$ cat src/rtl/flash_seq_pkg.sv
package flash_seq_pkg;

  typedef enum logic [1:0] {
    OP_PAGE   = 2'd0,
    OP_SECTOR = 2'd1,
    OP_BLOCK  = 2'd2,
    OP_CHIP   = 2'd3
  } fop_e;

  typedef enum logic [3:0] {
    S_IDLE  = 4'd0,
    S_ST_OP = 4'd1,
    S_ST_RD = 4'd2,
    S_CHECK = 4'd3,
    S_WREN  = 4'd4,
    S_GAP   = 4'd5,
    S_CMD   = 4'd6,
    S_ADDR  = 4'd7,
    S_DATA  = 4'd8,
    S_WAIT  = 4'd9,
    S_FIN   = 4'd10
  } seq_st_e;

  localparam logic [7:0] CODE_STATUS = 8'h05;
  localparam logic [7:0] CODE_WEN    = 8'h06;
  localparam logic [7:0] CODE_PROG   = 8'h02;
  localparam logic [7:0] CODE_SECT   = 8'h20;
  localparam logic [7:0] CODE_BLK    = 8'hD8;
  localparam logic [7:0] CODE_CHIP   = 8'hC7;

  function automatic logic [7:0] op_to_code(fop_e op);
    case (op)
      OP_PAGE:   return CODE_PROG;
      OP_SECTOR: return CODE_SECT;
      OP_BLOCK:  return CODE_BLK;
      default:   return CODE_CHIP;
    endcase
  endfunction

endpackage

$ cat src/rtl/flash_spi_byte.sv
module flash_spi_byte #(
  parameter int CLK_HALF = 2
) (
  input  logic       clk,
  input  logic       rst_n,
  input  logic       start,
  input  logic [7:0] tx_byte,
  output logic       busy,
  output logic       done,
  output logic [7:0] rx_byte,
  output logic       sclk,
  output logic       mosi,
  input  logic       miso
);
  localparam int DIV_W = (CLK_HALF > 1) ? $clog2(CLK_HALF) : 1;
  localparam logic [DIV_W-1:0] DIV_LAST = DIV_W'(CLK_HALF - 1);

  logic             active_q, active_d;
  logic             sclk_q, sclk_d;
  logic             done_q, done_d;
  logic [DIV_W-1:0] div_q, div_d;
  logic [2:0]       bit_q, bit_d;
  logic [7:0]       sh_q, sh_d;
  logic [7:0]       rx_q, rx_d;

  always_comb begin
    active_d = active_q;
    sclk_d   = sclk_q;
    done_d   = 1'b0;
    div_d    = div_q;
    bit_d    = bit_q;
    sh_d     = sh_q;
    rx_d     = rx_q;
    if (start && !active_q) begin
      active_d = 1'b1;
      sh_d     = tx_byte;
      div_d    = '0;
      bit_d    = '0;
      sclk_d   = 1'b0;
    end else if (active_q) begin
      if (div_q == DIV_LAST) begin
        div_d = '0;
        if (!sclk_q) begin
          sclk_d = 1'b1;
          rx_d   = {rx_q[6:0], miso};
        end else begin
          sclk_d = 1'b0;
          sh_d   = {sh_q[6:0], 1'b0};
          if (bit_q == 3'd7) begin
            active_d = 1'b0;
            done_d   = 1'b1;
          end else begin
            bit_d = bit_q + 3'd1;
          end
        end
      end else begin
        div_d = div_q + DIV_W'(1);
      end
    end
  end

  always_ff @(posedge clk or negedge rst_n) begin
    if (!rst_n) begin
      active_q <= 1'b0;
      sclk_q   <= 1'b0;
      done_q   <= 1'b0;
      div_q    <= '0;
      bit_q    <= '0;
      sh_q     <= '0;
      rx_q     <= '0;
    end else begin
      active_q <= active_d;
      sclk_q   <= sclk_d;
      done_q   <= done_d;
      div_q    <= div_d;
      bit_q    <= bit_d;
      sh_q     <= sh_d;
      rx_q     <= rx_d;
    end
  end

  assign busy    = active_q;
  assign done    = done_q;
  assign rx_byte = rx_q;
  assign sclk    = sclk_q;
  assign mosi    = sh_q[7];

  // data to the flash holds while the clock is high
  assert_mosi_hold_R9: assert property (@(posedge clk) disable iff (!rst_n)
    (sclk && $past(sclk)) |-> $stable(mosi));

  // a new byte is only launched on an idle engine
  assert_start_idle_R9: assert property (@(posedge clk) disable iff (!rst_n)
    start |-> !active_q);

endmodule

$ cat src/rtl/flash_prot_check.sv
module flash_prot_check
  import flash_seq_pkg::*;
#(
  parameter int ARRAY_AW  = 22,
  parameter int BLK_SHIFT = 16
) (
  input  logic [3:0]          bp,
  input  fop_e                op,
  input  logic [ARRAY_AW-1:0] addr,
  output logic                hit
);
  localparam int BLK_W = ARRAY_AW - BLK_SHIFT;
  localparam logic [31:0] NUM_BLK = 32'(1) << BLK_W;

  logic [BLK_W-1:0] blk;
  logic [31:0]      span;
  logic [31:0]      blk_ext;

  assign blk     = addr[ARRAY_AW-1:BLK_SHIFT];
  assign blk_ext = 32'(blk);

  always_comb begin
    if (bp == 4'd0) begin
      span = '0;
    end else if (bp == 4'd15) begin
      span = NUM_BLK;
    end else begin
      span = 32'd1 << (bp - 4'd1);
      if (span > NUM_BLK) span = NUM_BLK;
    end
  end

  always_comb begin
    if (op == OP_CHIP) hit = (bp != 4'd0);
    else               hit = (span != 32'd0) && (blk_ext >= (NUM_BLK - span));
  end

endmodule

$ cat src/rtl/flash_poll_timer.sv
module flash_poll_timer #(
  parameter int CNT_W = 16
) (
  input  logic             clk,
  input  logic             rst_n,
  input  logic             load,
  input  logic [CNT_W-1:0] interval,
  input  logic             tick_en,
  output logic             expired
);
  logic [CNT_W-1:0] cnt_q, cnt_d;

  always_comb begin
    cnt_d = cnt_q;
    if (load)                          cnt_d = interval;
    else if (tick_en && cnt_q != '0)   cnt_d = cnt_q - CNT_W'(1);
  end

  always_ff @(posedge clk or negedge rst_n) begin
    if (!rst_n) cnt_q <= '0;
    else        cnt_q <= cnt_d;
  end

  assign expired = (cnt_q == '0);

endmodule

$ cat src/rtl/flash_pe_seq.sv
module flash_pe_seq
  import flash_seq_pkg::*;
#(
  parameter int ARRAY_AW  = 22,
  parameter int PAGE_W    = 8,
  parameter int BLK_SHIFT = 16,
  parameter int CNT_W     = 16,
  parameter int CLK_HALF  = 2
) (
  input  logic                clk,
  input  logic                rst_n,
  input  logic                req_valid,
  output logic                req_ready,
  input  logic [1:0]          req_op,
  input  logic [ARRAY_AW-1:0] req_addr,
  input  logic [PAGE_W-1:0]   req_len_m1,
  input  logic [7:0]          wr_data,
  input  logic                wr_valid,
  output logic                wr_ready,
  input  logic [CNT_W-1:0]    poll_interval,
  input  logic [CNT_W-1:0]    poll_limit,
  output logic                busy,
  output logic                done,
  output logic                prot_err,
  output logic                timeout,
  output logic                spi_sclk,
  output logic                spi_cs_n,
  output logic                spi_mosi,
  input  logic                spi_miso
);
  localparam int LEN_W = PAGE_W + 1;
  localparam logic [LEN_W-1:0] PAGE_BYTES = LEN_W'(1) << PAGE_W;
  localparam int CMD_AW = 24;

  // reset: asynchronous assert, synchronous release
  logic rst_meta, rst_i;
  always_ff @(posedge clk or negedge rst_n) begin
    if (!rst_n) begin
      rst_meta <= 1'b0;
      rst_i    <= 1'b0;
    end else begin
      rst_meta <= 1'b1;
      rst_i    <= rst_meta;
    end
  end

  seq_st_e             st_q, st_d;
  fop_e                op_q, op_d;
  logic [ARRAY_AW-1:0] addr_q, addr_d;
  logic [LEN_W-1:0]    rem_q, rem_d;
  logic [1:0]          idx_q, idx_d;
  logic                launched_q, launched_d;
  logic                polling_q, polling_d;
  logic [CNT_W-1:0]    pcnt_q, pcnt_d;
  logic [7:0]          stat_q, stat_d;
  logic                cs_n_q, cs_n_d;
  logic                prot_q, prot_d;
  logic                tmo_q, tmo_d;

  logic       eng_start, eng_busy, eng_done;
  logic [7:0] eng_tx, eng_rx;
  logic       tmr_load, tmr_expired;
  logic       prot_hit, enter_wait, byte_state;
  logic [CMD_AW-1:0] cmd_addr;
  logic [LEN_W-1:0]  room, want;

  assign cmd_addr = CMD_AW'(addr_q);
  assign room     = PAGE_BYTES - {1'b0, req_addr[PAGE_W-1:0]};
  assign want     = {1'b0, req_len_m1} + LEN_W'(1);

  flash_spi_byte #(.CLK_HALF(CLK_HALF)) u_byte (
    .clk     (clk),
    .rst_n   (rst_i),
    .start   (eng_start),
    .tx_byte (eng_tx),
    .busy    (eng_busy),
    .done    (eng_done),
    .rx_byte (eng_rx),
    .sclk    (spi_sclk),
    .mosi    (spi_mosi),
    .miso    (spi_miso)
  );

  flash_prot_check #(.ARRAY_AW(ARRAY_AW), .BLK_SHIFT(BLK_SHIFT)) u_prot (
    .bp   (stat_q[5:2]),
    .op   (op_q),
    .addr (addr_q),
    .hit  (prot_hit)
  );

  flash_poll_timer #(.CNT_W(CNT_W)) u_tmr (
    .clk      (clk),
    .rst_n    (rst_i),
    .load     (tmr_load),
    .interval (poll_interval),
    .tick_en  (st_q == S_WAIT),
    .expired  (tmr_expired)
  );

  // byte to send in each byte-carrying state
  always_comb begin
    byte_state = 1'b1;
    case (st_q)
      S_ST_OP: eng_tx = CODE_STATUS;
      S_ST_RD: eng_tx = 8'h00;
      S_WREN:  eng_tx = CODE_WEN;
      S_CMD:   eng_tx = op_to_code(op_q);
      S_ADDR: begin
        case (idx_q)
          2'd0:    eng_tx = cmd_addr[23:16];
          2'd1:    eng_tx = cmd_addr[15:8];
          default: eng_tx = cmd_addr[7:0];
        endcase
      end
      S_DATA:  eng_tx = wr_data;
      default: begin
        eng_tx     = 8'h00;
        byte_state = 1'b0;
      end
    endcase
  end

  assign wr_ready  = (st_q == S_DATA) && !launched_q;
  assign eng_start = byte_state && !launched_q && ((st_q != S_DATA) || wr_valid);

  always_comb begin
    st_d       = st_q;
    op_d       = op_q;
    addr_d     = addr_q;
    rem_d      = rem_q;
    idx_d      = idx_q;
    launched_d = launched_q;
    polling_d  = polling_q;
    pcnt_d     = pcnt_q;
    stat_d     = stat_q;
    cs_n_d     = cs_n_q;
    prot_d     = prot_q;
    tmo_d      = tmo_q;
    tmr_load   = 1'b0;
    enter_wait = 1'b0;

    if (eng_start)                 launched_d = 1'b1;
    else if (launched_q && eng_done) launched_d = 1'b0;

    case (st_q)
      S_IDLE: begin
        if (req_valid) begin
          op_d      = fop_e'(req_op);
          addr_d    = req_addr;
          rem_d     = (want < room) ? want : room;
          polling_d = 1'b0;
          prot_d    = 1'b0;
          tmo_d     = 1'b0;
          cs_n_d    = 1'b0;
          st_d      = S_ST_OP;
        end
      end
      S_ST_OP: if (eng_done) st_d = S_ST_RD;
      S_ST_RD: begin
        if (eng_done) begin
          cs_n_d = 1'b1;
          stat_d = eng_rx;
          if (!polling_q) begin
            st_d = S_CHECK;
          end else if (!eng_rx[0]) begin
            st_d = S_FIN;
          end else if (({1'b0, pcnt_q} + (CNT_W+1)'(1)) >= {1'b0, poll_limit}) begin
            tmo_d = 1'b1;
            st_d  = S_FIN;
          end else begin
            pcnt_d   = pcnt_q + CNT_W'(1);
            tmr_load = 1'b1;
            st_d     = S_WAIT;
          end
        end
      end
      S_CHECK: begin
        if (prot_hit) begin
          prot_d = 1'b1;
          st_d   = S_FIN;
        end else begin
          cs_n_d = 1'b0;
          st_d   = S_WREN;
        end
      end
      S_WREN: begin
        if (eng_done) begin
          cs_n_d = 1'b1;
          st_d   = S_GAP;
        end
      end
      S_GAP: begin
        cs_n_d = 1'b0;
        st_d   = S_CMD;
      end
      S_CMD: begin
        if (eng_done) begin
          idx_d = 2'd0;
          if (op_q == OP_CHIP) enter_wait = 1'b1;
          else                 st_d = S_ADDR;
        end
      end
      S_ADDR: begin
        if (eng_done) begin
          if (idx_q == 2'd2) begin
            if (op_q == OP_PAGE) st_d = S_DATA;
            else                 enter_wait = 1'b1;
          end else begin
            idx_d = idx_q + 2'd1;
          end
        end
      end
      S_DATA: begin
        if (eng_done) begin
          rem_d = rem_q - LEN_W'(1);
          if (rem_q == LEN_W'(1)) enter_wait = 1'b1;
        end
      end
      S_WAIT: begin
        if (tmr_expired) begin
          cs_n_d = 1'b0;
          st_d   = S_ST_OP;
        end
      end
      S_FIN:   st_d = S_IDLE;
      default: st_d = S_IDLE;
    endcase

    if (enter_wait) begin
      cs_n_d    = 1'b1;
      polling_d = 1'b1;
      pcnt_d    = '0;
      tmr_load  = 1'b1;
      st_d      = S_WAIT;
    end
  end

  always_ff @(posedge clk or negedge rst_i) begin
    if (!rst_i) begin
      st_q       <= S_IDLE;
      op_q       <= OP_PAGE;
      addr_q     <= '0;
      rem_q      <= '0;
      idx_q      <= '0;
      launched_q <= 1'b0;
      polling_q  <= 1'b0;
      pcnt_q     <= '0;
      stat_q     <= '0;
      cs_n_q     <= 1'b1;
      prot_q     <= 1'b0;
      tmo_q      <= 1'b0;
    end else begin
      st_q       <= st_d;
      op_q       <= op_d;
      addr_q     <= addr_d;
      rem_q      <= rem_d;
      idx_q      <= idx_d;
      launched_q <= launched_d;
      polling_q  <= polling_d;
      pcnt_q     <= pcnt_d;
      stat_q     <= stat_d;
      cs_n_q     <= cs_n_d;
      prot_q     <= prot_d;
      tmo_q      <= tmo_d;
    end
  end

  assign spi_cs_n  = cs_n_q;
  assign req_ready = (st_q == S_IDLE);
  assign busy      = (st_q != S_IDLE);
  assign done      = (st_q == S_FIN);
  assign prot_err  = prot_q;
  assign timeout   = tmo_q;

  // no frame is open while idle
  assert_cs_idle_R1: assert property (@(posedge clk) disable iff (!rst_i)
    (st_q == S_IDLE) |-> spi_cs_n);

  // clock is low whenever chip select is released
  assert_sclk_low_R9: assert property (@(posedge clk) disable iff (!rst_i)
    spi_cs_n |-> !spi_sclk);

  // completion is a single-cycle pulse
  assert_done_pulse_R10: assert property (@(posedge clk) disable iff (!rst_i)
    done |=> !done);

  // data is only requested while bytes are owed on a page program
  assert_ready_owed_R6: assert property (@(posedge clk) disable iff (!rst_i)
    wr_ready |-> ((rem_q != '0) && (op_q == OP_PAGE)));

  // a refused request never opens a write-enable frame
  assert_prot_quiet_R3: assert property (@(posedge clk) disable iff (!rst_i)
    (prot_q && busy) |-> spi_cs_n);

  // a timeout is only raised with the flash still reporting busy
  assert_tmo_busy_R8: assert property (@(posedge clk) disable iff (!rst_i)
    $rose(tmo_q) |-> stat_q[0]);

endmodule

$ cat config.mk
export PLATFORM = sky130hd
export DESIGN_NAME = flash_pe_seq
export DESIGN_NICKNAME = d
export VERILOG_FILES = /design/src/rtl/flash_seq_pkg.sv /design/src/rtl/flash_spi_byte.sv /design/src/rtl/flash_prot_check.sv /design/src/rtl/flash_poll_timer.sv /design/src/rtl/flash_pe_seq.sv
export SDC_FILE = /design/constraint.sdc
export NUM_CORES = 1
export LEC_CHECK = 0
export ABC_AREA = 1
export ABC_CLOCK_PERIOD_IN_PS = 2800
export CORE_MARGIN = 3
export CORE_UTILIZATION = 25
export CTS_CLUSTER_SIZE = 16
export DETAILED_ROUTE_END_ITERATION = 10
export DONT_BUFFER_PORTS = 1
export GPL_ROUTABILITY_DRIVEN = 0
export GPL_TIMING_DRIVEN = 0
export SKIP_CTS_REPAIR_TIMING = 1
export SYNTH_ARGS = -nofsm -noshare
export SYNTH_HDL_FRONTEND = slang
export SYNTH_SLANG_ARGS = --single-unit
export TNS_END_PERCENT = 20
$ cat constraint.sdc
create_clock -name clk -period 2.8 [get_ports clk]
set_input_delay 0.28 -clock clk [delete_from_list [all_inputs] [get_ports clk]]
set_output_delay 0.28 -clock clk [all_outputs]
set_load 0.01 [all_outputs]
Word-level counts from Yosys, hierarchy flattened:

Cells that the tools add are included.

* $lt $le $gt $ge: 4
* muxes and demuxes: 97
* reductions and logical operators: 51
* eq/ne operators: 44
* bitwise gates (word level): 2
* add/subtract/negate cells: 11
* shifts and indexed selects: 1

Operator list (count)
* 16-bit two-way mux: 8
* 32-bit two-way mux: 3
* 4-bit two-way mux: 13
* 1-bit two-way mux: 46
* 4-bit one-hot mux with 10 select lines: 1
* 8-bit one-hot mux with 5 select lines: 1
* 6-bit by 32-bit >= comparator with 1-bit output: 1
* 32-bit by 7-bit > comparator with 1-bit output (second input constant): 1
* 8-bit two-way mux: 4
* 32-bit nonzero test: 1
* 1-bit by 4-bit << shifter with 32-bit output (first input constant): 1
* 7-bit by 32-bit subtractor with 32-bit output (first input constant): 1
* 2-bit nonzero test: 15
* 9-bit two-way mux: 3
* 8-bit one-hot mux with 3 select lines: 1
* 3-bit by 2-bit != test with 1-bit output (second input constant): 6
* 9-bit one-hot mux with 2 select lines: 1
* 16-bit by 1-bit adder with 17-bit output (second input constant): 1
* 17-bit by 16-bit >= comparator with 1-bit output: 1
* 16-bit by 1-bit adder with 16-bit output (second input constant): 1
* 4-bit by 3-bit equality test with 1-bit output (second input constant): 4
* 4-bit equality test (second input constant): 4
* 16-bit zero test: 1
* 8-bit one-hot mux with 2 select lines: 1
* other kinds (43): 90

* register bits after elaboration: 105
* input port bits: 77

Depth between registers and ports, before layout:

Gate-level depths: netlist of run 1.

* depth in word-level cells: 13
* depth in mapped cells: 23
* depth with buffers taken out: 23

Cells and area by module:

From an unflattened synthesis of run 1, not the netlist that was laid out.

* cells, all modules: 1050
* area total of the unflattened synthesis: 7524.7 um^2

By module, submodules not included
* flash_pe_seq: instances 1, area an instance 4918.5 um^2, cells an instance 693, sequential area each 1652.8 um^2
* flash_poll_timer: instances 1, area an instance 1255.0 um^2, cells an instance 183, sequential area each 400.4 um^2
* flash_spi_byte: instances 1, area an instance 1008.5 um^2, cells an instance 115, sequential area each 575.6 um^2
* flash_prot_check: instances 1, area an instance 342.8 um^2, cells an instance 59, sequential area each 0.0 um^2

Worst setup path after synthesis of run 1:

OpenSTA, ideal clock, no wires.

* path kind: flip-flop to flip-flop
* from: reg pcnt_q[0]
* to: reg u_tmr.cnt_q[13]
* stages on the path, launching flop included: 23
* data arrival time: 2811 ps
* period minus slack after synthesis: 2935 ps
* setup slack: -135 ps
* path through: dfrtp_1 > ha_1 > nand2_1 > nor2_1 > nand2_1 > nor3_1 > nand3_1 > nor2_1 > inv_1 > nand2_1 > inv_1 > ha_1 > nand2_1 > inv_1 > nor3_1 > nor2_1 > nor2_1 > nand2_1 > nor2_4 > nand4_4 > buf_2 > nand3_1 > nand3_1

* word-level cells in the longest chain between the ends: 9
* elaborated cells between the ends (all ways): 10
* those cells by class: add/sub (1); order compare (1); mux (7); reduce/logical (1)

RTL lines
* start: declaration: line flash_pe_seq.sv:54 `logic [CNT_W-1:0] pcnt_q, pcnt_d;`
* start signal: assignment: line flash_pe_seq.sv:260 `pcnt_q <= pcnt_d;`
* 16-bit by 1-bit adder with 17-bit output *: line flash_pe_seq.sv:167 `end else if (({1'b0, pcnt_q} + (CNT_W+1)'(1)) >= {1'b0, poll_limit}) begin`
* 17-bit by 16-bit >= comparator with 1-bit output *: line flash_pe_seq.sv:167
* 1-bit two-way mux *: line flash_pe_seq.sv:167
* 1-bit two-way mux *: line flash_pe_seq.sv:165 `end else if (!eng_rx[0]) begin`
* 1-bit two-way mux *: line flash_pe_seq.sv:163 `if (!polling_q) begin`
* 1-bit two-way mux *: line flash_pe_seq.sv:160 `if (eng_done) begin`
* 1-bit two-way mux *: line flash_pe_seq.sv:145 `case (st_q)`
* 1-bit two-way mux *: line flash_pe_seq.sv:229 `if (enter_wait) begin`
* 16-bit two-way mux or 2-bit nonzero test (tied branches)
* end signal: assignment: line flash_poll_timer.sv:21 `else cnt_q <= cnt_d;`
* end: declaration: line flash_poll_timer.sv:11 `logic [CNT_W-1:0] cnt_q, cnt_d;`

Mark *: on every way between the ends. The rest lies on a longest branch, timed or not.
A chain may end at the register's enable or synchronous reset.

Final worst setup path of run 1:

* from: reg pcnt_q[1]
* to: reg pcnt_q[9]

* word-level cells in the longest chain between the ends: 7
* elaborated cells between the ends (all ways): 11
* those cells by class: add/sub (2); order compare (1); eq/ne (1); mux (6); reduce/logical (1)

RTL lines
* parallel branches: the longest is 7 deep, another holds 16-bit by 1-bit adder with 17-bit output

Parallel ways; which one is timed is not known. The select of a mux whose other input is x is not followed.

==> summary.txt, run 1 <==
Status
  • Outcome: finished with violations
  • Failing checks: setup timing

Place
  • Port Buffer Count: 0
  • Place WS: -878 ps
  • Final HPWL DP: 14.8 mm

Critical path
  • Critical R2R Capture: pcnt_q[9]$_DFFE_PN0P_
  • Most frequent CP cell: nor2_4
  • Largest stage delay, worst path: 420 ps
  • Crit path buf inv count: 3
  • CP max FO: 8
  • Worst Reg2Reg Path Length in Cells: 20
  • Crit path kind: flip-flop to flip-flop
  • CP Launch Point: pcnt_q[1]$_DFFE_PN0P_
  • CP cell instances: ha_4 > nand2_4 > nor2_4 > nand2_4 > nor3_4 > buf_6 > xor2_2 > inv_2 > ha_4 > a21oi_4 > nor2_4 > nor3_2 > nor2_1 > nor2_1 > nand2_1 > nor2_4 > nand4_4 > nand2_8 > clkbuf_16 > o22ai_1
  • Crit start category: flip-flop
  • RR Startpoint: pcnt_q[1]$_DFFE_PN0P_
  • R2r setup slk: -610 ps
  • Levels on crit path: 20
  • CP Capture Point: pcnt_q[9]$_DFFE_PN0P_
  • Arr. time, crit path: 3630 ps
  • Worst setup EP type: flip-flop
  • CP top delay family: simple AND/OR/NAND/NOR gates
  • CP max-delay cell: dfrtp_1
  • Worst EP required: 3030 ps

Floorplanning
  • Core footprint: 0.0279 sq mm
  • Ports: 86
  • Die area: 0.0305 sq mm
  • DIE HEIGHT: 175 um
  • Die outline width: 175 um
  • Initial Utilization: 25.5%
  • Rows: 61

Yosys
  • Main combinational cell family by area after synthesis: simple AND/OR/NAND/NOR gates
  • Ys Warns: 0
  • Mapped Area: 0.00711 sq mm
  • Cell taking the most area after synthesis: dfrtp_1
  • Post-synth ARST share: 100%
  • Mux cell area share after synthesis: 0%
  • Yosys reg bits: 103
  • Yosys cell types: 43
  • Synth top area share: 35.9%
  • Main synth FF type: dfrtp_1
  • Cell count after synthesis: 972
  • Post-Synth XOR/XNOR Area: 4.43%
  • Syn Area/Cell: 7.32 sq um
  • Post-synth EDFFs: 0
  • Simple-gate share of the synthesized area: 28.9%
  • Post-synthesis compound-gate area fraction: 12.0%
  • Synthesized-area fraction occupied by adder cells: 8.27%
  • Post-synth top cells: 253 x nand2_1, 142 x inv_1, 102 x dfrtp_1
  • Most common cell in the netlist: nand2_1
  • Seq/Total Area, Yosys: 36.3%
  • Ranking of synthesized cells by area: dfrtp_1 36%, nand2_1 13%, ha_1 8.3%, inv_1 7.5%, nand3_1 4.2%

Power
  • PwrDens: 404 mW/mm^2
  • Flop pwr share: 48.9%
  • Clock Power Share: 38.6%
  • Internal: 0.00248 W
  • Leak: 3.98 nW
  • Logic gate share of total power: 12.6%
  • Total power: 0.00341 W
  • Worst vdd ir: 0.286 mV
  • Sw frac: 27.3%
  • P_sw: 0.000929 W

Timing
  • Post-layout minimum cycle time: 3410 ps
  • Clk_skew: 13.2 ps
  • WHS: 36.4 ps
  • Worst Tran Pin Value: 880 ps
  • Setup violators final: 35
  • Period utilization: 122%
  • Slew Limit Fails: 0
  • Slew HR: 41.4%
  • Fin worst setup slack: -609 ps
  • Final hold vios: 0
  • RSZ-0062 raised after global routing: yes
  • FMAX: 293 MHz

Clock tree
  • Later-pin clock latency in the skew report: 360 ps
  • # H-tree levels: 3
  • Cts bufs inserted: 9
  • Clk sinks: 103
  • CTS tree: yes
  • Clock Path Buffers: 2
  • Reg clk slew, reported paths: 80 ps
  • Clock tree root driver cell: clkbuf_16

Routing
  • DRT Wirelength: 19.6 mm
  • Via count: 6379
  • DRT Pass-1 Iters: 5
  • Antenna-violating nets left: 0
  • Drc violations: 0
  • Routed len/inst: 14.1 um
  • DR iter-0 viols: 430
  • Vias/cell: 4.59

Hold path
  • Worst hold path type: input pin to flip-flop

GRT
  • Largest net degree at the start of global routing: 65
  • Initial antenna violation count: 1
  • GR Util All Layers: 12.5%
  • First-pass GRT wire length: 31.3 mm
  • Vias in the first global route: 6076
  • GRT overflow: 0

Job
  • Max_cap viols: 0

Finish
  • N_diodes: 0
  • P&R area growth vs syn: 18.6%
  • Share of cells above drive strength 1: 13.7%
  • Fillers: 3016
  • Layout Nets: 1131
-- layer usage --
layer  vias up  routed length (um)  global-route usage, %
met5         -                   7                      0
li1       3225                   -                      -
met1      3024                9380                   17.2
met3        11                1060                   3.32
met4         2                 112                   1.50
met2       117                9010                   20.1
-- cells by family after synthesis --
kind of cell / count (synthesis)
other cells: 1
flops: 103
fa+ha+maj: 47
compound gates: 147
simple gates: 462
buf+inv: 176
xor+xnor: 36
-- layout make-up --
class	count	area [sq um]	area share, %
Timing Repair Buffer	22	223	2.64
Clock buffer	12	246	2.92
Multi-Input combinational cell	695	4110	48.8
Clock inverter	4	52.6	0.623
Inverter	150	567	6.72
Buffer	26	175	2.08
Tap cell	378	473	5.61
Sequential cell	103	2580	30.7
-- cells in the final DEF, fill, tap and decap left out, drive strengths merged, types with 2 or more instances in the layout --
master	synthesis	routed
conb	1	3
o21ai	66	66
buf	15	34
nor3	14	14
dfrtp	102	102
nand2	256	256
o211ai	8	8
nand4	31	31
o21a	3	3
a211oi	6	6
a21oi	36	36
a31oi	12	12
nand3b	3	3
clkinv	0	2
or2	4	4
a221oi	2	2
nor4	7	7
clkbuf	11	25
ha	47	47
o22ai	8	8
xnor2	4	4
o31ai	3	3
a2111oi	2	2
inv	150	150
xor2	32	32
nand3	62	62
nor2	84	84
-- stage by stage --
stage	utilization (%)	cell area, sq um	setup TNS [ps]	std cells
finish	30.2	8430	-18670	1390
global route	30.2	8430	-26250	1390
CTS	28.3	7920	-29280	1369
detailed placement	27.3	7620	-28670	1353
global placement	27.2	7590	-27500	1352
floorplan	-	7120	-3700	974
-- worst min path at each step --
stage	startpoint	endpoint	slack, ps	cells after the start
finish	req_addr[19]	addr_q[19]$_DFFE_PN0P_	40	2
CTS	rst_n	rst_i$_DFF_PN0_	-400	0
floorplan	rst_n	rst_i$_DFF_PN0_	-20	0
detailed placement	rst_n	rst_meta$_DFF_PN0_	-20	0
global route	req_addr[13]	addr_q[13]$_DFFE_PN0P_	40	2
global placement	rst_n	rst_meta$_DFF_PN0_	-20	0
-- registers in the layout, summed over array words and instances, names as in the netlist, 2 cells and up --
signal          flops
addr_q             22
idx_q               2
op_q                2
pcnt_q             16
rem_q               9
st_q                4
stat_q              4
u_byte.bit_q        3
u_byte.rx_byte      6
u_byte.sh_q         8
u_tmr.cnt_q        16
-- power by group through the flow --
| stage | logic (W) | clock network, W | registers, W |
|---|---|---|---|
| after floorplan | 0.000323 | 0 | 0.00167 |
| after global placement | 0.000382 | 0 | 0.00170 |
| after detailed placement | 0.000406 | 0 | 0.00169 |
| after CTS | 0.000409 | 0.00135 | 0.00166 |
| after global routing | 0.000497 | 0.00140 | 0.00168 |
| final | 0.000428 | 0.00131 | 0.00167 |
No activity file was read; power rests on OpenSTA's default activity.
==> inputs of run 2 (changes only) <==
--- a/config.mk
+++ b/config.mk
@@ -7,6 +7,7 @@
 export LEC_CHECK = 0
 export ABC_AREA = 1
 export ABC_CLOCK_PERIOD_IN_PS = 2800
+export CORE_ASPECT_RATIO = 1.1
 export CORE_MARGIN = 3
 export CORE_UTILIZATION = 25
 export CTS_CLUSTER_SIZE = 16
==> summary.txt, run 2 (synthesis results as in run 1) <==
Routing
  • Routed len/inst: 14.3 um (+1.6%)
  • DRT Pass-1 Iters: 4 (-1)
  • DR iter-0 viols: 331 (-23%)
  • Antenna-violating nets left: 0 (unchanged)
  • Via count: 6279 (-1.6%)
  • DRT Wirelength: 19.6 mm (about the same)
  • Vias/cell: 4.59 (about the same)
  • Drc violations: 0 (unchanged)

Clock tree
  • Reg clk slew, reported paths: 80 ps (about the same)
  • Clock Path Buffers: 2 (unchanged)
  • Clock tree root driver cell: clkbuf_16
  • Clk sinks: 103 (unchanged)
  • Later-pin clock latency in the skew report: 360 ps (about the same)
  • # H-tree levels: 3 (unchanged)
  • CTS tree: yes
  • Cts bufs inserted: 9 (unchanged)

Timing
  • Final hold vios: 0 (unchanged)
  • Slew HR: 41.8% (+0.45 points)
  • FMAX: 289 MHz (-1.4%)
  • Setup violators final: 35 (unchanged)
  • RSZ-0062 raised after global routing: yes
  • Worst Tran Pin Value: 873 ps (-6.73 ps)
  • Fin worst setup slack: -656 ps (-47.4 ps)
  • Period utilization: 123% (+1.7 points)
  • Clk_skew: 10.6 ps (-2.62 ps)
  • Slew Limit Fails: 0 (unchanged)
  • Post-layout minimum cycle time: 3460 ps (+47.4 ps)

Finish
  • Multi-input gate area: 0.00406 sq mm (-1.2%)
  • Share of cells above drive strength 1: 12.6% (-1.1 points)
  • Commonest non-fill, non-tap cells in the layout: 239 x nand2_1, 139 x inv_1, 97 x dfrtp_1
  • N_diodes: 0 (unchanged)
  • Largest registers: addr_q x22, pcnt_q x16, u_tmr.cnt_q x16
  • P&R area growth vs syn: 16.6%
  • Commonest non-fill, non-tap cell in the layout: nand2_1
  • Register area: 0.00259 sq mm (about the same)
  • Fillers: 3043 (+0.90%)
  • Fin util: 29.7% (-0.51 points)
  • Layout Nets: 1124 (-0.62%)
  • Reg with most FFs: addr_q
  • Max reg flops: 22 (unchanged)

Power
  • PwrDens: 402 mW/mm^2 (-0.49%)
  • Logic gate share of total power: 12.6% (about the same)
  • Sw frac: 28.7% (+1.4 points)
  • Clock Power Share: 37.5% (-1.1 points)
  • Internal: 0.00238 W (-4.1%)
  • P_sw: 0.000958 W (+3.1%)
  • Flop pwr share: 49.9% (+1.0 points)
  • Leak: 3.92 nW (-1.5%)
  • Worst vdd ir: 0.286 mV (about the same)

Floorplanning
  • Die outline width: 167 um (-4.5%)
  • DIE HEIGHT: 183 um (+4.7%)
  • Core footprint: 0.0279 sq mm (about the same)
  • Die area: 0.0305 sq mm (about the same)
  • Rows: 64 (+4.9%)
  • Initial Utilization: 25.4% (about the same)
  • Ports: 86 (unchanged)

GRT
  • GR Util All Layers: 12.6% (+0.17 points)
  • GRT overflow: 0 (unchanged)
  • Largest net degree at the start of global routing: 62 (-4.6%)
  • Vias in the first global route: 6032 (-0.72%)
  • First-pass GRT wire length: 31.4 mm (+0.35%)
  • Initial antenna violation count: 2 (+1)

Critical path
  • Worst setup EP type: flip-flop
  • Crit path kind: flip-flop to flip-flop
  • CP Launch Point: pcnt_q[0]$_DFFE_PN0P_
  • Arr. time, crit path: 3690 ps (+60 ps)
  • Crit start category: flip-flop
  • Worst EP required: 3030 ps (about the same)
  • CP max FO: 8 (unchanged)
  • RR Startpoint: pcnt_q[0]$_DFFE_PN0P_

Hold path
  • Worst hold path type: input pin to flip-flop
  • Hold path startpoint: req_addr[15]

Job
  • Max_cap viols: 0 (unchanged)

Status
  • Outcome: finished with violations
  • Failing checks: setup timing

Place
  • Final HPWL DP: 14.9 mm (+0.26%)
  • Place WS: -938 ps (-60.7 ps)
  • Port Buffer Count: 0 (unchanged)
[run 2: cell count changes in the layout (fill, tap and decap cells not counted), moves of 3 or more]
cell,before,now
buf_4,17,12
o22ai_2,0,3
o22ai_1,8,5
ha_1,41,44
[run 2: power groups by stage]
stage               sequential [W]  combinational, W  clock [W]
CTS                        0.00167          0.000404    0.00131
global placement           0.00170          0.000377          0
floorplan                  0.00167          0.000323          0
finish                     0.00166          0.000420    0.00125
global route               0.00168          0.000492    0.00136
detailed placement         0.00169          0.000403          0
[run 2: routing by layer]
layer / up-vias / global-route usage, % / wire length (um)
met5: - / 0 / 7
met4: 2 / 3.76 / 377
met3: 27 / 2.80 / 947
met2: 121 / 21.4 / 9490
met1: 2916 / 16.2 / 8740
li1: 3213 / - / -
[run 2: per-stage QoR]
step                hold WS [ps]  total power, W  setup TNS, ps  area [sq um]  std cells
global placement           -15.5         0.00208         -29790          7570       1337
finish                      31.5         0.00333         -20660          8300       1368
CTS                         -417         0.00338         -30970          7880       1354
floorplan                  -15.6         0.00200          -3700          7120        974
detailed placement         -15.5         0.00210         -30760          7600       1338
global route                20.1         0.00353         -27500          8300       1368
[run 2: path summary, 6_finish.rpt]
path	endpoint	slack (ps)	depth (start not counted)
max	pcnt_q[15]$_DFFE_PN0P_	-660	22
min	addr_q[15]$_DFFE_PN0P_	30	2
max reg2reg	pcnt_q[15]$_DFFE_PN0P_	-660	22
min reg2reg	rst_i$_DFF_PN0_	350	0
max in group asynchronous	spi_cs_n$_DFFE_PN1P_	1580	1
min in group asynchronous	rst_i$_DFF_PN0_	150	1
[run 2: worst max-delay path: stages, from the launching register on]
cell       delay [ps]
dfrtp_2           450
ha_4              170
nand2_4            60
nor2_4            140
nand2_4            80
nor3_4            300
nand3_2           130
nor2_2            110
inv_1              50
nand2_2            80
inv_2              50
ha_4              240
nand2_2            60
inv_2              40
nor3_2            190
nor2_1             60
nor2_1            120
nand2_1           100
nor2_4            200
nand4_4           240
nand2_8           210
clkbuf_16         170
o21ai_0            70
[run 2: final cells by class]
cell class,instances,area share [%]
buffer,26,2.14
clock buffer,11,2.81
clock inverter,5,0.573
inverter,150,6.83
multi-input combinational,695,49.0
sequential,103,31.2
tap,363,5.48
timing repair buffer,15,2.01
==> inputs of run 3 (changes only) <==
--- a/config.mk
+++ b/config.mk
@@ -9,12 +9,13 @@
 export ABC_CLOCK_PERIOD_IN_PS = 2800
 export CORE_ASPECT_RATIO = 1.1
 export CORE_MARGIN = 3
-export CORE_UTILIZATION = 25
+export CORE_UTILIZATION = 59
 export CTS_CLUSTER_SIZE = 16
 export DETAILED_ROUTE_END_ITERATION = 10
 export DONT_BUFFER_PORTS = 1
 export GPL_ROUTABILITY_DRIVEN = 0
 export GPL_TIMING_DRIVEN = 0
+export PLACE_DENSITY = 0.78
 export SKIP_CTS_REPAIR_TIMING = 1
 export SYNTH_ARGS = -nofsm -noshare
 export SYNTH_HDL_FRONTEND = slang
==> summary.txt, run 3 (synthesis results as in run 1) <==
Finish
  • Share of cells above drive strength 1: 13.2% (+0.57 points)
  • Reg with most FFs: addr_q
  • Layout Nets: 1126 (+0.18%)
  • Fin area: 0.00812 sq mm (-2.1%)
  • N_diodes: 0 (unchanged)
  • Commonest non-fill, non-tap cells in the layout: 240 x nand2_1, 139 x inv_1, 99 x dfrtp_1
  • Commonest non-fill, non-tap cell in the layout: nand2_1
  • P&R area growth vs syn: 14.2%
  • Largest registers: addr_q x22, pcnt_q x16, u_tmr.cnt_q x16
  • Max reg flops: 22 (unchanged)

Timing
  • Period utilization: 120% (-3.8 points)
  • Slew Limit Fails: 0 (unchanged)
  • Setup violators final: 35 (unchanged)
  • Fin worst setup slack: -551 ps (+105 ps)
  • Worst Tran Pin Value: 786 ps (-87.2 ps)
  • Final hold vios: 0 (unchanged)
  • RSZ-0062 raised after global routing: yes
  • Slew HR: 47.6% (+5.8 points)
  • WHS: 31.9 ps (+0.419 ps)
  • FMAX: 298 MHz (+3.1%)
  • Post-layout minimum cycle time: 3350 ps (-105 ps)
  • Clk_skew: 11.5 ps (+0.829 ps)

GRT
  • GRT overflow: 0 (unchanged)
  • Initial antenna violation count: 1 (-1)
  • Vias in the first global route: 5794 (-3.9%)
  • GR Util All Layers: 24.7% (+12 points)
  • First-pass GRT wire length: 27.1 mm (-14%)
  • Largest net degree at the start of global routing: 60 (-3.2%)

Critical path
  • Crit start category: flip-flop
  • Crit path kind: flip-flop to flip-flop
  • Arr. time, crit path: 3590 ps (-100 ps)
  • Largest stage delay, worst path: 440 ps (about the same)
  • CP cell instances: ha_4 > nand2_4 > nor2_4 > nand2_2 > nor3_4 > nand3_2 > nor2_1 > inv_1 > nand2_2 > inv_2 > ha_4 > nand2_1 > inv_1 > nor3_2 > nor2_1 > nor2_1 > nand2_1 > nor2_4 > nand4_4 > nand2_8 > clkbuf_16 > o22ai_1
  • CP top delay family: simple AND/OR/NAND/NOR gates
  • CP max FO: 7 (-1)
  • Crit path buf inv count: 4 (unchanged)
  • Most frequent CP cell: nor2_1
  • Worst setup EP type: flip-flop
  • CP max-delay cell: dfrtp_1
  • Worst EP required: 3030 ps (about the same)

Routing
  • Drc violations: 0 (unchanged)
  • DRT Pass-1 Iters: 5 (+1)
  • Via count: 6447 (+2.7%)
  • Wl on met1: 7.31 mm (-16%)
  • Vias/cell: 5.57 (+21%)
  • WL met2: 8.36 mm (-12%)
  • Routed len/inst: 14.9 um (+4.4%)
  • DR iter-0 viols: 400 (+21%)
  • Top layer in use: met5
  • DRT Wirelength: 17.3 mm (-12%)
  • Wire length on met3: 1.15 mm (+21%)
  • Antenna-violating nets left: 0 (unchanged)

Power
  • Leak: 3.94 nW (+0.72%)
  • PwrDens: 404 mW/mm^2 (+0.41%)
  • Worst vdd ir: 0.532 mV (+86%)

Place
  • DP Area: 0.00734 sq mm (-3.4%)
  • Port Buffer Count: 0 (unchanged)
  • Final HPWL DP: 12.4 mm (-17%)
  • Place WS: -747 ps (+191 ps)

Floorplanning
  • Die area: 0.0134 sq mm (-56%)
  • Rows: 41 (-36%)
  • Ports: 86 (unchanged)
  • DIE HEIGHT: 121 um (-34%)
  • Die outline width: 111 um (-34%)
  • Core footprint: 0.0116 sq mm (-58%)
  • Initial Utilization: 61.1% (+36 points)

Hold path
  • Worst hold path type: input pin to flip-flop

Clock tree
  • Later-pin clock latency in the skew report: 360 ps (about the same)
  • # H-tree levels: 3 (unchanged)
  • Cts bufs inserted: 9 (unchanged)
  • Clock tree root driver cell: clkbuf_16
  • Reg clk slew, reported paths: 70 ps (about the same)
  • Clock Path Buffers: 2 (unchanged)
  • Clk sinks: 103 (unchanged)
  • CTS tree: yes

Job
  • Max_cap viols: 0 (unchanged)

Status
  • Outcome: finished with violations
  • Failing checks: setup timing
[run 3: changes by cell type in the layout (fill, tap and decap cells not counted), moves of 2 or more]
cell     before  now
nand2_2      14   11
a21oi_2       1    4
nand2_4       2    5
dfrtp_2       4    2
ha_4          2    5
nand3_1      49   46
ha_1         44   41
dfrtp_1      97   99
nand3_2      12   15
a21oi_1      35   32
[run 3: final timing paths]
check	start	endpoint	slack, ps	cells past startpoint
max	pcnt_q[1]$_DFFE_PN0P_	pcnt_q[10]$_DFFE_PN0P_	-550	22
min	poll_interval[13]	u_tmr.cnt_q[13]$_DFFE_PN0P_	30	2
max reg2reg	pcnt_q[1]$_DFFE_PN0P_	pcnt_q[10]$_DFFE_PN0P_	-550	22
min reg2reg	rst_meta$_DFF_PN0_	rst_i$_DFF_PN0_	360	0
max in group asynchronous	rst_i$_DFF_PN0_	pcnt_q[0]$_DFFE_PN0P_	1690	1
min in group asynchronous	rst_n	rst_meta$_DFF_PN0_	150	1
[run 3: power breakdown]
group,switching (W),internal (W)
Combinational,0.000236,0.000185
Clock,0.000580,0.000612
Sequential,0.0000939,0.00157
[run 3: final cells by class]
cell class	instances	area, sq um
multi-input combinational	696	4150
fill	985	3530
sequential	103	2580
inverter	150	567
clock buffer	11	233
tap	150	188
buffer	26	181
timing repair buffer	16	178
clock inverter	5	40.0
[run 3: per-layer routing]
metal / GRT usage, % / vias up
met5: 0 / -
met4: 8.08 / 2
met3: 7.68 / 40
met2: 40.6 / 194
met1: 31.2 / 2987
li1: - / 3224
[run 3: metrics by stage]
stage               power, W  instances  setup TNS, ps  utilization [%]
finish               0.00328       1157         -17170             69.7
global route         0.00344       1157         -24120             69.7
CTS                  0.00327       1141         -25150             65.4
detailed placement   0.00209       1125         -24500             63.0
global placement     0.00207       1124         -23000             62.8
floorplan            0.00200        974          -3700                -
